[config.mk]
export PLATFORM = sky130hd
export DESIGN_NAME = tmr_irq_ctrl
export DESIGN_NICKNAME = d
export VERILOG_FILES = /design/src/rtl/tcon_pkg.sv /design/src/rtl/tcon_counter.sv /design/src/rtl/tcon_pin_sync.sv /design/src/rtl/tcon_irq_select.sv /design/src/rtl/tmr_irq_ctrl.sv
export SDC_FILE = /design/constraint.sdc
export NUM_CORES = 1
export LEC_CHECK = 0
export CORE_ASPECT_RATIO = 1.1
export CORE_MARGIN = 5
export CORE_UTILIZATION = 50
export DETAILED_ROUTE_END_ITERATION = 8
export DONT_BUFFER_PORTS = 1
export GPL_TIMING_DRIVEN = 1
export SLEW_MARGIN = 20
export SYNTH_ARGS = -nofsm -noshare
export SYNTH_HDL_FRONTEND = slang
export SYNTH_HIERARCHICAL = 1
export SYNTH_SLANG_ARGS = --single-unit
[constraint.sdc]
create_clock -name clk -period 3.7 [get_ports clk]
set_clock_uncertainty 0.05 [all_clocks]
set_input_delay 0.74 -clock clk [delete_from_list [all_inputs] [get_ports clk]]
set_output_delay 0.74 -clock clk [all_outputs]
set_load 0.02 [all_outputs]
[src/rtl/tcon_pkg.sv]
package tcon_pkg;
  localparam int NUM_CH  = 2;
  localparam int NUM_SRC = 2 * NUM_CH;
  localparam int SRC_W   = $clog2(NUM_SRC);
  localparam int VEC_W   = 16;

  typedef enum logic [SRC_W-1:0] {
    SRC_PIN0 = 2'd0,
    SRC_CNT0 = 2'd1,
    SRC_PIN1 = 2'd2,
    SRC_CNT1 = 2'd3
  } src_e;

  // bit positions inside the control byte, per channel index
  function automatic int bit_ovf(int ch);  return 5 + 2 * ch; endfunction
  function automatic int bit_run(int ch);  return 4 + 2 * ch; endfunction
  function automatic int bit_flag(int ch); return 1 + 2 * ch; endfunction
  function automatic int bit_type(int ch); return 2 * ch;     endfunction

  // vectors step by eight bytes starting at 0003h
  function automatic logic [VEC_W-1:0] vector_of(logic [SRC_W-1:0] s);
    return VEC_W'(16'h0003) + (VEC_W'(s) << 3);
  endfunction
endpackage

[src/rtl/tcon_counter.sv]
module tcon_counter #(
  parameter int W = 16
) (
  input  logic         clk,
  input  logic         rst_n,
  input  logic         run,
  input  logic         tick,
  input  logic         load,
  input  logic [W-1:0] load_val,
  output logic [W-1:0] count,
  output logic         wrap_evt
);
  localparam logic [W-1:0] MAXV = '1;

  logic advance;
  assign advance  = run & tick & ~load;
  assign wrap_evt = advance & (count == MAXV);

  always_ff @(posedge clk or negedge rst_n) begin
    if (!rst_n)       count <= '0;
    else if (load)    count <= load_val;
    else if (advance) count <= count + W'(1);
  end

  assert_wrap_to_zero_R2: assert property (@(posedge clk) disable iff (!rst_n)
    wrap_evt |=> (count == '0));
  assert_hold_when_stopped_R3: assert property (@(posedge clk) disable iff (!rst_n)
    (!run && !load) |=> $stable(count));
endmodule

[src/rtl/tcon_pin_sync.sv]
module tcon_pin_sync #(
  parameter int STAGES = 2
) (
  input  logic clk,
  input  logic rst_n,
  input  logic pin_n,
  output logic pin_low,
  output logic fall_evt
);
  logic [STAGES-1:0] chain;
  logic              prev;

  always_ff @(posedge clk or negedge rst_n) begin
    if (!rst_n) begin
      chain <= '1;
      prev  <= 1'b1;
    end else begin
      chain <= {chain[STAGES-2:0], pin_n};
      prev  <= chain[STAGES-1];
    end
  end

  assign pin_low  = ~chain[STAGES-1];
  assign fall_evt = prev & ~chain[STAGES-1];

  assert_fall_from_pin_R5: assert property (@(posedge clk) disable iff (!rst_n)
    fall_evt |-> !$past(pin_n, 2));
endmodule

[src/rtl/tcon_irq_select.sv]
module tcon_irq_select
  import tcon_pkg::*;
(
  input  logic                clk,
  input  logic                rst_n,
  input  logic [NUM_SRC-1:0]  req,
  output logic                pending,
  output logic [SRC_W-1:0]    src,
  output logic [VEC_W-1:0]    vector
);
  logic [NUM_SRC-1:0] grant;

  always_comb begin
    grant = '0;
    src   = '0;
    for (int k = NUM_SRC - 1; k >= 0; k--) begin
      if (req[k]) begin
        grant = NUM_SRC'(1) << k;
        src   = SRC_W'(k);
      end
    end
  end

  assign pending = |req;
  assign vector  = pending ? vector_of(src) : '0;

  assert_one_grant_R7: assert property (@(posedge clk) disable iff (!rst_n)
    $onehot0(grant) && (pending == (grant != '0)));
  assert_lowest_first_R7: assert property (@(posedge clk) disable iff (!rst_n)
    pending |-> (req[src] && ((req & ((NUM_SRC'(1) << src) - NUM_SRC'(1))) == '0)));
  assert_vector_map_R7: assert property (@(posedge clk) disable iff (!rst_n)
    pending |-> (vector[2:0] == 3'b011 && vector[4:3] == src && vector[15:5] == '0));
endmodule

[src/rtl/tmr_irq_ctrl.sv]
module tmr_irq_ctrl
  import tcon_pkg::*;
#(
  parameter int CNT_W = 16
) (
  input  logic             clk,
  input  logic             rst_n,
  input  logic             reg_we,
  input  logic [7:0]       reg_wdata,
  output logic [7:0]       reg_rdata,
  input  logic             tick,
  input  logic [1:0]       cnt_we,
  input  logic [CNT_W-1:0] cnt_wdata,
  output logic [CNT_W-1:0] cnt0_value,
  output logic [CNT_W-1:0] cnt1_value,
  input  logic [1:0]       ext_n,
  input  logic             ack_valid,
  input  logic [1:0]       ack_src,
  output logic             irq_pending,
  output logic [1:0]       irq_src,
  output logic [15:0]      irq_vector
);
  logic [NUM_CH-1:0]  ovf_q, run_q, flag_q, type_q;
  logic [NUM_CH-1:0]  wrap_evt, fall_evt, pin_low;
  logic [NUM_CH-1:0]  ack_cnt, ack_pin;
  logic [CNT_W-1:0]   count [NUM_CH];
  logic [NUM_SRC-1:0] req;

  for (genvar i = 0; i < NUM_CH; i++) begin : g_ch
    localparam int BO = bit_ovf(i);
    localparam int BR = bit_run(i);
    localparam int BF = bit_flag(i);
    localparam int BT = bit_type(i);

    tcon_counter #(.W(CNT_W)) u_cnt (
      .clk(clk), .rst_n(rst_n), .run(run_q[i]), .tick(tick),
      .load(cnt_we[i]), .load_val(cnt_wdata),
      .count(count[i]), .wrap_evt(wrap_evt[i])
    );

    tcon_pin_sync #(.STAGES(2)) u_sync (
      .clk(clk), .rst_n(rst_n), .pin_n(ext_n[i]),
      .pin_low(pin_low[i]), .fall_evt(fall_evt[i])
    );

    assign ack_cnt[i] = ack_valid && (ack_src == SRC_W'(2 * i + 1));
    assign ack_pin[i] = ack_valid && (ack_src == SRC_W'(2 * i));

    // precedence: hardware set, then software write, then acknowledge clear
    always_ff @(posedge clk or negedge rst_n) begin
      if (!rst_n) begin
        ovf_q[i]  <= 1'b0;
        run_q[i]  <= 1'b0;
        flag_q[i] <= 1'b0;
        type_q[i] <= 1'b0;
      end else begin
        if (wrap_evt[i])     ovf_q[i] <= 1'b1;
        else if (reg_we)     ovf_q[i] <= reg_wdata[BO];
        else if (ack_cnt[i]) ovf_q[i] <= 1'b0;

        if (fall_evt[i] && type_q[i]) flag_q[i] <= 1'b1;
        else if (reg_we)              flag_q[i] <= reg_wdata[BF];
        else if (ack_pin[i])          flag_q[i] <= 1'b0;

        if (reg_we) begin
          run_q[i]  <= reg_wdata[BR];
          type_q[i] <= reg_wdata[BT];
        end
      end
    end

    assign reg_rdata[BO] = ovf_q[i];
    assign reg_rdata[BR] = run_q[i];
    assign reg_rdata[BF] = flag_q[i];
    assign reg_rdata[BT] = type_q[i];

    assign req[2 * i]     = type_q[i] ? flag_q[i] : pin_low[i];
    assign req[2 * i + 1] = ovf_q[i];

    assert_wrap_sets_flag_R2: assert property (@(posedge clk) disable iff (!rst_n)
      wrap_evt[i] |=> ovf_q[i]);
    assert_ack_clears_cnt_R4: assert property (@(posedge clk) disable iff (!rst_n)
      (ack_cnt[i] && !wrap_evt[i] && !reg_we) |=> !ovf_q[i]);
    assert_ack_clears_pin_R4: assert property (@(posedge clk) disable iff (!rst_n)
      (ack_pin[i] && !(fall_evt[i] && type_q[i]) && !reg_we) |=> !flag_q[i]);
    assert_edge_sets_flag_R5: assert property (@(posedge clk) disable iff (!rst_n)
      (fall_evt[i] && type_q[i]) |=> flag_q[i]);
  end

  assign cnt0_value = count[0];
  assign cnt1_value = count[1];

  tcon_irq_select u_sel (
    .clk(clk), .rst_n(rst_n), .req(req),
    .pending(irq_pending), .src(irq_src), .vector(irq_vector)
  );
endmodule

After elaboration in Yosys (flattened, before gate mapping). Cells that the tools add are included.

Bitwise gates (word level): 12. Reductions and logical operators: 14. $lt $le $gt $ge: 0. Divide/modulo/power cells: 0. $mul: 0. Shift-type cells: 0. Add/sub/neg operators: 3. Mux-type cells: 23. Equality and inequality tests: 5.

Operators by type and width (count): $mux W16 (5); $add A16 B1 Y16 const B (2); $eq A16 B16 Y1 const B (2); $mux W1 (14); $reduce_bool A3 Y1 (4); $and A1 B1 Y1 (8); $mux W2 (4); $add A2 B5 Y6 const A (1); $logic_and A1 B1 Y1 (6); $eq A2 B2 Y1 const B (2); $not A1 Y1 (4); $reduce_bool A2 Y1 (2); $reduce_or A4 Y1 (1); $eq A2 B1 Y1 const B (1); $logic_not A2 Y1 (1).

Memories: 0. Latch bits: 0. Bits in writable memories: 0. ROM bits: 0. Output and inout port bits: 59. Input bits: 35. Register bits after elaboration: 46. Logic and storage cells: 71.

Logic depth before layout (Yosys ltp). Gate-level depths: netlist of the first run.

Depth in word-level cells: 7. Depth in mapped cells: 5.

Modules after synthesis. Netlist of the first run, hierarchy kept.

Modules (own cells, without submodules): tcon_counter (cells each 101, sequential area each 400.4 um^2, instances 2, area each 949.7 um^2); tmr_irq_ctrl (cells each 31, sequential area each 200.2 um^2, instances 1, area each 407.9 um^2); tcon_pin_sync (cells each 5, sequential area each 78.8 um^2, instances 2, area each 88.8 um^2); tcon_irq_select (cells each 24, sequential area each 0.0 um^2, instances 1, area each 160.2 um^2).

Least setup slack after synthesis of the first run. OpenSTA, ideal clock, no wires.

Path kind: reg-to-output. Start point: register type_q[0], in the netlist reg_rdata[0]. End point: output irq_src[1]. Path buffers: 0. Data arrival time: 1.387 ns. Stages on the path, launching flop included: 3. Path slack: 1.523 ns. Cell sequence: dfrtp_1 mux2_2 nor3_1.

Longest elaborated chain between the ends: 2.

Ends and longest elaborated chain: start: declaration (line tmr_irq_ctrl.sv:23) `logic [NUM_CH-1:0] ovf_q, run_q, flag_q, type_q;`; start signal: indexed assignment (line tmr_irq_ctrl.sv:67) `type_q[i] <= reg_wdata[BT];`; $mux W1 (line tmr_irq_ctrl.sv:77) `assign req[2 * i] = type_q[i] ? flag_q[i] : pin_low[i];`; via req[0] (line tmr_irq_ctrl.sv:27) `logic [NUM_SRC-1:0] req;`; $mux W2 (line tcon_irq_select.sv:17) `if (req[k]) begin`; end: declaration (line tmr_irq_ctrl.sv:20) `output logic [1:0] irq_src,`.

The timed path passes the listed nets, and every way through them passes these cells.

Final worst setup path of the first run. Ends and elaborated chain as after synthesis.

==> results of run 1 <==
## cell type report
type | count | area, um2 | area share (%)
well taps | 58 | 72.57 | 2.673
clock inverters | 2 | 37.54 | 1.382
inverters | 11 | 41.29 | 1.521
multi-input cells | 198 | 1333 | 49.08
flip-flops and latches | 46 | 1159 | 42.67
clock buffers | 6 | 72.57 | 2.673
## routing by layer
metal / vias to the layer above / wire length [um] / global-route usage [%]
met3: 9 / 575 / 7.173
met2: 77 / 2701 / 28.41
li1: 890 / - / -
met1: 821 / 2279 / 20.07
met5: - / 0 / 0
met4: 0 / 110 / 6.563
## power by group
part           switching [mW]  internal (mW)  total, mW  leakage, nW
clock network           0.167          0.202      0.369       0.0514
logic                  0.0779         0.0682      0.146        0.492
registers               0.126          0.551      0.676        0.542
total                   0.371          0.820       1.19         1.09
## sequential cells by signal (all words and copies together) (netlist names)
register / count
g_ch.u_cnt/count: 32
g_ch.u_sync/chain: 4
g_ch.u_sync/prev: 2
reg_rdata: 8
## cells in the final DEF, fill, tap and decap left out, types with 2 or more instances in the layout
| cell type | n |
|---|---|
| nor3b_1 | 3 |
| nand4_4 | 2 |
| ha_1 | 2 |
| and3_1 | 2 |
| nand2b_1 | 4 |
| nor4_1 | 6 |
| conb_1 | 12 |
| nand4_2 | 4 |
| xor2_1 | 2 |
| dfrtp_1 | 40 |
| and4_1 | 2 |
| a22oi_1 | 2 |
| nand3_1 | 7 |
| dfstp_2 | 6 |
| nor4_2 | 6 |
| nand2_1 | 37 |
| o21ai_0 | 22 |
| a21oi_1 | 4 |
| inv_1 | 11 |
| o31a_1 | 2 |
| mux2_2 | 2 |
| o21ai_1 | 6 |
| a22o_1 | 2 |
| or3_4 | 4 |
| nor2b_1 | 4 |
| mux2_4 | 4 |
| and2b_2 | 2 |
| a211o_1 | 2 |
| xnor2_1 | 22 |
| nor2_1 | 13 |
| clkbuf_8 | 5 |
| nor3_2 | 2 |
| nor3_1 | 4 |
| mux2i_1 | 2 |
| nand4_1 | 2 |
| a221o_1 | 4 |
## worst max-delay path, delay by kind of cell, from the launching register on
kind / cells / cell delay [ps]
AND/OR/NAND/NOR: 1 / 560
flip-flops: 1 / 520
multiplexers: 1 / 430
## stage by stage
stage,setup WS (ps),total power [mW],hold WS (ps),instance area [um2]
6_report,1111,1.191,73.44,2715
5_1_grt,1020,1.252,47.89,2715
4_1_cts,1086,1.211,60.36,2715
3_5_place_dp,1427,0.8337,299.6,2605
3_3_place_gp,1448,0.8301,295.9,2605
2_1_floorplan,1523,0.8225,295.2,2686
## cells by family (layout without fill, tap and decap cells)
| logic type | after synthesis | count (layout) | share of synthesized area, % |
|---|---|---|---|
| compound gates | 44 | 44 | 10.12 |
| xor+xnor | 24 | 24 | 7.947 |
| flops | 46 | 46 | 43.80 |
| mux | 8 | 8 | 3.879 |
| fa+ha+maj | 2 | 2 | 0.9459 |
| buf+inv | 34 | 19 | 7.379 |
| simple gates | 108 | 108 | 25.78 |
| other cells | 1 | 12 | 0.1418 |
## path summary, 6_finish.rpt
check / startpoint / endpoint / slack (ps)
max: reg_rdata[0] / irq_src[1] / 1110
min: rst_n / g_ch[1].u_cnt/count[1] / 70
max reg2reg: g_ch[1].u_cnt/count[0] / g_ch[1].u_cnt/count[14] / 1780
min reg2reg: g_ch[0].u_sync/chain[0] / g_ch[0].u_sync/chain[1] / 310
max in group asynchronous: rst_n / g_ch[1].u_sync/chain[0] / 3330
min in group clk: g_ch[0].u_sync/chain[0] / g_ch[0].u_sync/chain[1] / 310
==> summary.md, run 1 <==
| Metric | Value |
|---|---|
| Crit-path max cell delay | `560 ps` |
| Die height | `between 80 and 90 um` |
| Worst EP required | `2910 ps` |
| Deepest clock path buffer count | `2` |
| DRT iter0 DRCs | `46` |
| Clock root buffer | `clkbuf_8` |
| Drt total wl | `5666 um` |
| First-pass GRT wire length | `~9200 um` |
| Ports | `94` |
| GRT Overall Usage | `17.26%` |
| Synthesized area | `2645 um2` |
| YS warnings | `6` |
| #FFs+latches synth | `46` |
| Critical path class | `reg2out` |
| Placed insts | `about 310` |
| Chip Width | `79.35 um` |
| Non-Filler Instances | `321` |
| Clock latency on the worst-skew pair | `300 ps` |
| Leakage power | `1.086 nW` |
| Rows | `27` |
| Avg WL per Cell | `approximately 18 um` |
| Distinct cells, synth | `42` |
| Post-Syn Instances | `267` |
| Overflow after GRT | `0` |
| Tcrit/Tclk final | `a little over two thirds` |
| Port Buf Inserts | `0` |
| Synth Flop Type | `dfrtp_1` |
| Largest net degree at the start of global routing | `47` |
| Final-report hold violation count | `0` |
| Slew HR | `57.25%` |
| HPWL after detailed placement | `4291 um` |
| Resize count post-CTS | `0` |
| Sequential area share after synthesis | `43.80%` |
| Avg Cell Area, Syn | `9.907 um2` |
| Routability congestion estimate | `0.7940` |
| CP max stage cell | `nor3_1` |
| Initial Utilization | `a little over half` |
| Peak Freq | `a little under 400 MHz` |
| CTS tree | `yes` |
| PwrDens | `438.8 nW/um2` |
| Via density | `5.598` |
| Core ar. | `5067 um2` |
| # fillers | `between 400 and 500` |
| Total of max-cap violations | `0` |
| Slew of the pin with the lowest slew margin | `636.4 ps` |
| Max-slew violations | `0` |
| Total negative slack | `0 ps` |
| Initial antenna violation count | `0` |
| Vias | `about 1800` |
| Final net count | `between 200 and 300` |
| Vias in the first global route | `~1800` |
| Worst setup EP type | `output pin` |
| Startpoint Class | `register` |
| First-pass detailed-route iteration total | `4` |
| Clock period minus worst slack | `2589 ps` |
| Synth top cells by count | `dfrtp_1 (40), nand2_1 (37), o21ai_0 (22), xnor2_1 (22), buf_4 (16)` |
| Count leader, synth | `dfrtp_1` |
| Clock transition at path regs | `90 ps` |
| Clk sinks | `46` |
| Layout cell share with drive strength beyond 1 | `between 10% and 20%` |
| Post-synthesis async set-or-reset flop share | `100.0%` |
| Post-route ant nets | `0` |
| Outcome | `complete, no violations` |
| Synth top area share | `37.84%` |
| Type of the most critical hold path | `in2async` |
| Crit-path max FO | `5` |
| Hold_buf cts | `0` |
| Synth-to-Final Area Change | `2.649%` |
| Register-to-Register Path Depth | `5` |
| H-tree levels | `2` |
| Buffers inserted by post-CTS timing repair | `0` |
| Cts bufs inserted | `5` |
| Final core occ | `53.58%` |
| Leading area contributor after synthesis | `dfrtp_1` |
| Synth area leaders | `dfrtp_1 (38%), xnor2_1 (7.3%), dfstp_2 (6.0%)` |
| Worst vdd ir | `0.0002325 V` |
| Setup repair after global routing missed its margin | `false` |
| Number of flops mapped to enable cells by yosys | `0` |
| # diodes | `0` |
| Worst-path cell chain | `mux2_2 > nor3_1` |
| Die area | `6847 um2` |
| Final setup vio count | `0` |
| Arrival time worst endpoint | `about 1800 ps` |
| DRC violations left | `0` |
No activity file was read; power rests on OpenSTA's default activity.
==> run 2, diff against run 1 <==
==> constraint.sdc (replaced) <==
create_clock -name clk -period 2.4 [get_ports clk]
set_clock_uncertainty 0.05 [all_clocks]
set_input_delay 0.48 -clock clk [delete_from_list [all_inputs] [get_ports clk]]
set_output_delay 0.48 -clock clk [all_outputs]
set_load 0.02 [all_outputs]
==> run 2 against run 1 <==
Hold slack better by 51 ps. Clock power rose by 59%. Critical path depth up 1. Via count increased by 2.0%. Flip-flop and latch count stayed put. Register-to-register slack worse by 1300 ps. Total power increased by 58%. Final area up 2.0%. Setup slack worse by 990 ps. Critical path type unchanged. Largest cell class unchanged. Highest routed layer unchanged.
==> summary.md, run 2 (synthesis gave the netlist of run 1 again) <==
| Metric | Value |
|---|---|
| Outcome | `complete, no violations` |
| Drt total wl | `5707 um` |
| Worst EP required | `between 1500 and 2000 ps` |
| Clock period minus worst slack | `between 2000 and 2500 ps` |
| DRT iter0 DRCs | `89` |
| Hold_buf cts | `2` |
| PwrDens | `just under 700 nW/um2` |
| Routability congestion estimate | `0.7733` |
| Cts bufs inserted | `5` |
| Final net count | `between 300 and 400` |
| Layout cell share with drive strength beyond 1 | `16.85%` |
| Slew HR | `62.63%` |
| CTS tree | `yes` |
| Post-route ant nets | `0` |
| Final-report hold violation count | `0` |
| Via density | `5.640` |
| Buffers inserted by post-CTS timing repair | `0` |
| DRC violations left | `0` |
| Most frequent cells in the layout | `dfrtp_1 (40), nand2_1 (37), o21ai_0 (22), xnor2_1 (22), nor2_1 (13)` |
| Vias in the first global route | `1829` |
| Type of the most critical hold path | `in2reg` |
| Max-slew violations | `0` |
| Total of max-cap violations | `0` |
| Initial Utilization | `52.20%` |
| Deepest clock path buffer count | `2` |
| First-pass detailed-route iteration total | `4` |
| Die area | `6847 um2` |
| Hold Slack | `approximately 120 ps` |
| H-tree levels | `2` |
| Die height | `86.29 um` |
| Core ar. | `5067 um2` |
| Largest net degree at the start of global routing | `47` |
| Port Buf Inserts | `0` |
| Clock root buffer | `clkbuf_8` |
| Chip Width | `79.35 um` |
| Dpl cell area | `2620 um2` |
| Largest register by flop count | `g_ch.u_cnt/count` |
| First-pass GRT wire length | `9156 um` |
| Clk sinks | `46` |
| Final setup vio count | `0` |
| Startpoint Class | `register` |
| Peak Freq | `439.0 MHz` |
| HPWL after detailed placement | `roughly 4300 um` |
| Worst vdd ir | `0.0003392 V` |
| Final Cell Area | `2770 um2` |
| Vias | `1833` |
| Clock latency on the worst-skew pair | `310 ps` |
| Overflow after GRT | `0` |
| # diodes | `0` |
| Synth-to-Final Area Change | `4.730%` |
| Placed insts | `315` |
| Ports | `94` |
| Arrival time worst endpoint | `1750 ps` |
| Initial antenna violation count | `0` |
| Rows | `27` |
| Clock transition at path regs | `90 ps` |
| Setup repair after global routing missed its margin | `false` |
| Total negative slack | `0 ps` |
| Resize count post-CTS | `0` |
| R2r setup slk | `510 ps` |
| Final core occ | `54.67%` |
| Worst setup EP type | `output pin` |
| Non-Filler Instances | `325` |
| # fillers | `around 450` |
| Most common cell after layout, fill and taps aside | `dfrtp_1` |
| Slew of the pin with the lowest slew margin | `between 500 and 600 ps` |
| GRT Overall Usage | `17.07%` |
| Leakage power | `1.120 nW` |
| Tcrit/Tclk final | `94.91%` |
| Avg WL per Cell | `17.56 um` |
| Crit-path max FO | `4` |
| Max reg flops | `32` |
| Critical path class | `reg2out` |
-- run 2: metal layers --
| layer | global-route usage, % | vias to the layer above | share of wire (%) |
|---|---|---|---|
| li1 | - | 896 | - |
| met2 | 28.25 | 55 | 49 |
| met4 | 3.906 | 0 | 0.68 |
| met5 | 0 | - | 0 |
| met3 | 6.445 | 6 | 8.7 |
| met1 | 21.19 | 876 | 42 |
-- run 2: worst paths after layout --
kind,start,depth (start not counted),endpoint
setup / recovery,reg_rdata[2],3,irq_vector[3]
hold / removal,ext_n[0],0,g_ch[0].u_sync/chain[0]
setup reg to reg,g_ch[1].u_cnt/count[0],5,g_ch[1].u_cnt/count[14]
hold reg to reg,g_ch[0].u_sync/chain[0],0,g_ch[0].u_sync/chain[1]
max in group asynchronous,rst_n,2,g_ch[0].u_sync/chain[0]
min in group asynchronous,rst_n,2,g_ch[1].u_cnt/count[2]
-- run 2: worst max-delay path, stage by stage (launching register included) --
cell      delay [ps]
dfrtp_1          510
mux2_2           400
nand2b_4         140
a21oi_1          410
-- run 2: layout make-up --
type                    count  area, um2  share of cell area [%]
flip-flops and latches     46       1159                   41.82
inverters                  11      41.29                   1.491
well taps                  58      72.57                   2.620
clock buffers               5      68.82                   2.484
multi-input cells         198       1333                   48.10
clock inverters             3      43.79                   1.581
repair buffers              4      52.55                   1.897
-- run 2: metrics by stage --
| step | power (mW) | worst slack (ps) |
|---|---|---|
| after detailed placement | 1.290 | 446.1 |
| after global routing | 1.985 | 47.48 |
| after CTS | 1.905 | 100.4 |
| after floorplan | 1.268 | 482.5 |
| after global placement | 1.286 | 458.3 |
| final | 1.882 | 122.1 |
-- run 2: power breakdown --
part	total (mW)	internal (mW)	switching [mW]	leakage, nW
Clock	0.588	0.312	0.275	0.0585
Combinational	0.252	0.116	0.136	0.520
Sequential	1.04	0.849	0.193	0.542
Total	1.88	1.28	0.604	1.12
==> run 3, diff against run 2 <==
--- a/config.mk
+++ b/config.mk
@@ -11,6 +11,8 @@
 export DETAILED_ROUTE_END_ITERATION = 8
 export DONT_BUFFER_PORTS = 1
 export GPL_TIMING_DRIVEN = 1
+export HOLD_SLACK_MARGIN = 0.15
+export SETUP_SLACK_MARGIN = 0.15
 export SLEW_MARGIN = 20
 export SYNTH_ARGS = -nofsm -noshare
 export SYNTH_HDL_FRONTEND = slang
==> constraint.sdc (replaced) <==
create_clock -name clk -period 2.4 [get_ports clk]
set_clock_uncertainty 0.05 [all_clocks]
set_input_delay 0.24 -clock clk [delete_from_list [all_inputs] [get_ports clk]]
set_output_delay 0.24 -clock clk [all_outputs]
set_load 0.02 [all_outputs]
==> run 3 against run 2 <==
Sequential share of layout area down 4.5 points. Via count up 8.2%. Maximum frequency is 11% higher. Clock-buffer cell count increased by 1. Final area increased by 12%. Flip-flop and latch count stayed put. Non-clock buffer count rose by 36. Global-route usage is 1.7 points higher. First-iteration DRC count rose by 6.7%. Die area is the same. Largest power group unchanged.
==> summary.md, run 3 (synthesis gave the netlist of run 1 again) <==
| Metric | Value |
|---|---|
| Leakage power | `roughly 1.3 nW` |
| CTS tree | `yes` |
| CP max stage cell | `dfrtp_1` |
| Worst EP required | `about 2100 ps` |
| Outcome | `complete, no violations` |
| Final setup vio count | `0` |
| First-pass GRT wire length | `slightly above 10000 um` |
| Ports | `between 90 and 100` |
| Clock latency on the worst-skew pair | `290 ps` |
| Resize count post-CTS | `0` |
| Setup repair after global routing missed its margin | `false` |
| Total negative slack | `0 ps` |
| Drt total wl | `about 6300 um` |
| Clock root buffer | `clkbuf_8` |
| Avg WL per Cell | `17.43 um` |
| Slew HR | `35.29%` |
| DRC violations left | `0` |
| Vias | `between 1500 and 2000` |
| Final core occ | `about three fifths` |
| Die height | `86.29 um` |
| Final WS setup | `352.1 ps` |
| HPWL after detailed placement | `4426 um` |
| Largest register by flop count | `g_ch.u_cnt/count` |
| Most frequent cells in the layout | `dfrtp_1 (40), nand2_1 (37), dlygate4sd3_1 (36), o21ai_0 (22), xnor2_1 (22)` |
| Startpoint Class | `register` |
| Synth-to-Final Area Change | `17.27%` |
| Post-route ant nets | `0` |
| Place WS | `526.1 ps` |
| Arrival time worst endpoint | `approximately 1800 ps` |
| PwrDens | `about 600 nW/um2` |
| Total of max-cap violations | `0` |
| Power, Total | `1.839 mW` |
| Final-report hold violation count | `0` |
| Rows | `27` |
| Hold_buf cts | `37` |
| Type of the most critical hold path | `in2reg` |
| H-tree levels | `2` |
| Multi-input gate area | `1333 um2` |
| Port Buf Inserts | `0` |
| Tcrit/Tclk final | `85.33%` |
| Most common cell after layout, fill and taps aside | `dfrtp_1` |
| DRT iter0 DRCs | `95` |
| Clock transition at path regs | `90 ps` |
| Clock period minus worst slack | `just over 2000 ps` |
| Initial Utilization | `52.20%` |
| Final net count | `339` |
| WP buf/inv | `0` |
| Worst setup EP type | `output pin` |
| # diodes | `0` |
| Initial antenna violation count | `0` |
| CP top delay family | `flip-flops` |
| Chip Width | `79.35 um` |
| Vias in the first global route | `2035` |
| Via density | `5.496` |
| Worst-path cell chain | `mux2_2 > nand2b_4 > a21oi_1` |
| Worst vdd ir | `0.0003812 V` |
| Clk sinks | `46` |
| Max reg flops | `32` |
| Buffers inserted by post-CTS timing repair | `0` |
| Hold Slack | `174.1 ps` |
| Cts bufs inserted | `5` |
| Crit-path max FO | `4` |
| Crit-path max cell delay | `500 ps` |
| Largest net degree at the start of global routing | `47` |
| Core ar. | `5067 um2` |
| First-pass detailed-route iteration total | `4` |
| Deepest clock path buffer count | `2` |
| Routability congestion estimate | `0.8371` |
| Peak Freq | `488.3 MHz` |
| Overflow after GRT | `0` |
| Max-slew violations | `0` |
| Slew of the pin with the lowest slew margin | `967.4 ps` |
| Reg area | `1159 um2` |
| Critical path class | `reg2out` |
| Layout cell share with drive strength beyond 1 | `14.85%` |
| Die area | `6847 um2` |
| # fillers | `~420` |
| GRT Overall Usage | `18.76%` |
[run 3: final timing paths]
kind | slack [ps] | cells past startpoint | to | startpoint
max | 350 | 3 | irq_src[0] | reg_rdata[2]
min in group asynchronous | 390 | 2 | g_ch[1].u_cnt/count[0] | rst_n
min | 170 | 2 | reg_rdata[7] | reg_we
max reg2reg | 510 | 5 | g_ch[1].u_cnt/count[14] | g_ch[1].u_cnt/count[0]
max in group asynchronous | 1650 | 2 | g_ch[1].u_sync/chain[1] | rst_n
min reg2reg | 310 | 0 | g_ch[1].u_sync/chain[1] | g_ch[1].u_sync/chain[0]
[run 3: where the power goes]
part | internal, mW | leakage [nW] | total, mW | switching [mW]
clock | 0.206 | 0.0452 | 0.467 | 0.261
combinational | 0.157 | 0.666 | 0.329 | 0.172
sequential | 0.849 | 0.542 | 1.04 | 0.194
total | 1.21 | 1.25 | 1.84 | 0.627
[run 3: worst register-to-register path: stages, from the launching register on]
cell	delay [ps]
dfrtp_1	530
ha_1	210
nand3_1	230
nor3_2	370
a21oi_1	110
o31a_1	280
[run 3: cell type report]
class | count | area share [%]
clock buffer | 6 | 2.340
clock inverter | 2 | 0.4437
inverter | 11 | 1.331
multi-input combinational | 198 | 42.96
sequential | 46 | 37.35
tap | 58 | 2.340
timing repair buffer | 40 | 13.23
[run 3: per-layer routing]
layer  vias up  share of wire (%)  GRT usage (%)
li1        972                  -              -
met3         8                8.2          5.821
met4         0                1.5          5.469
met1       934                 42          22.85
met2        70                 48          31.93
met5         -                  0              0
[run 3: per-stage QoR]
stage | instance area (um2) | std cells
3_5_place_dp | 2628 | 316
3_3_place_gp | 2628 | 316
4_1_cts | 3102 | 361
5_1_grt | 3102 | 361
2_1_floorplan | 2686 | 278
6_report | 3102 | 361
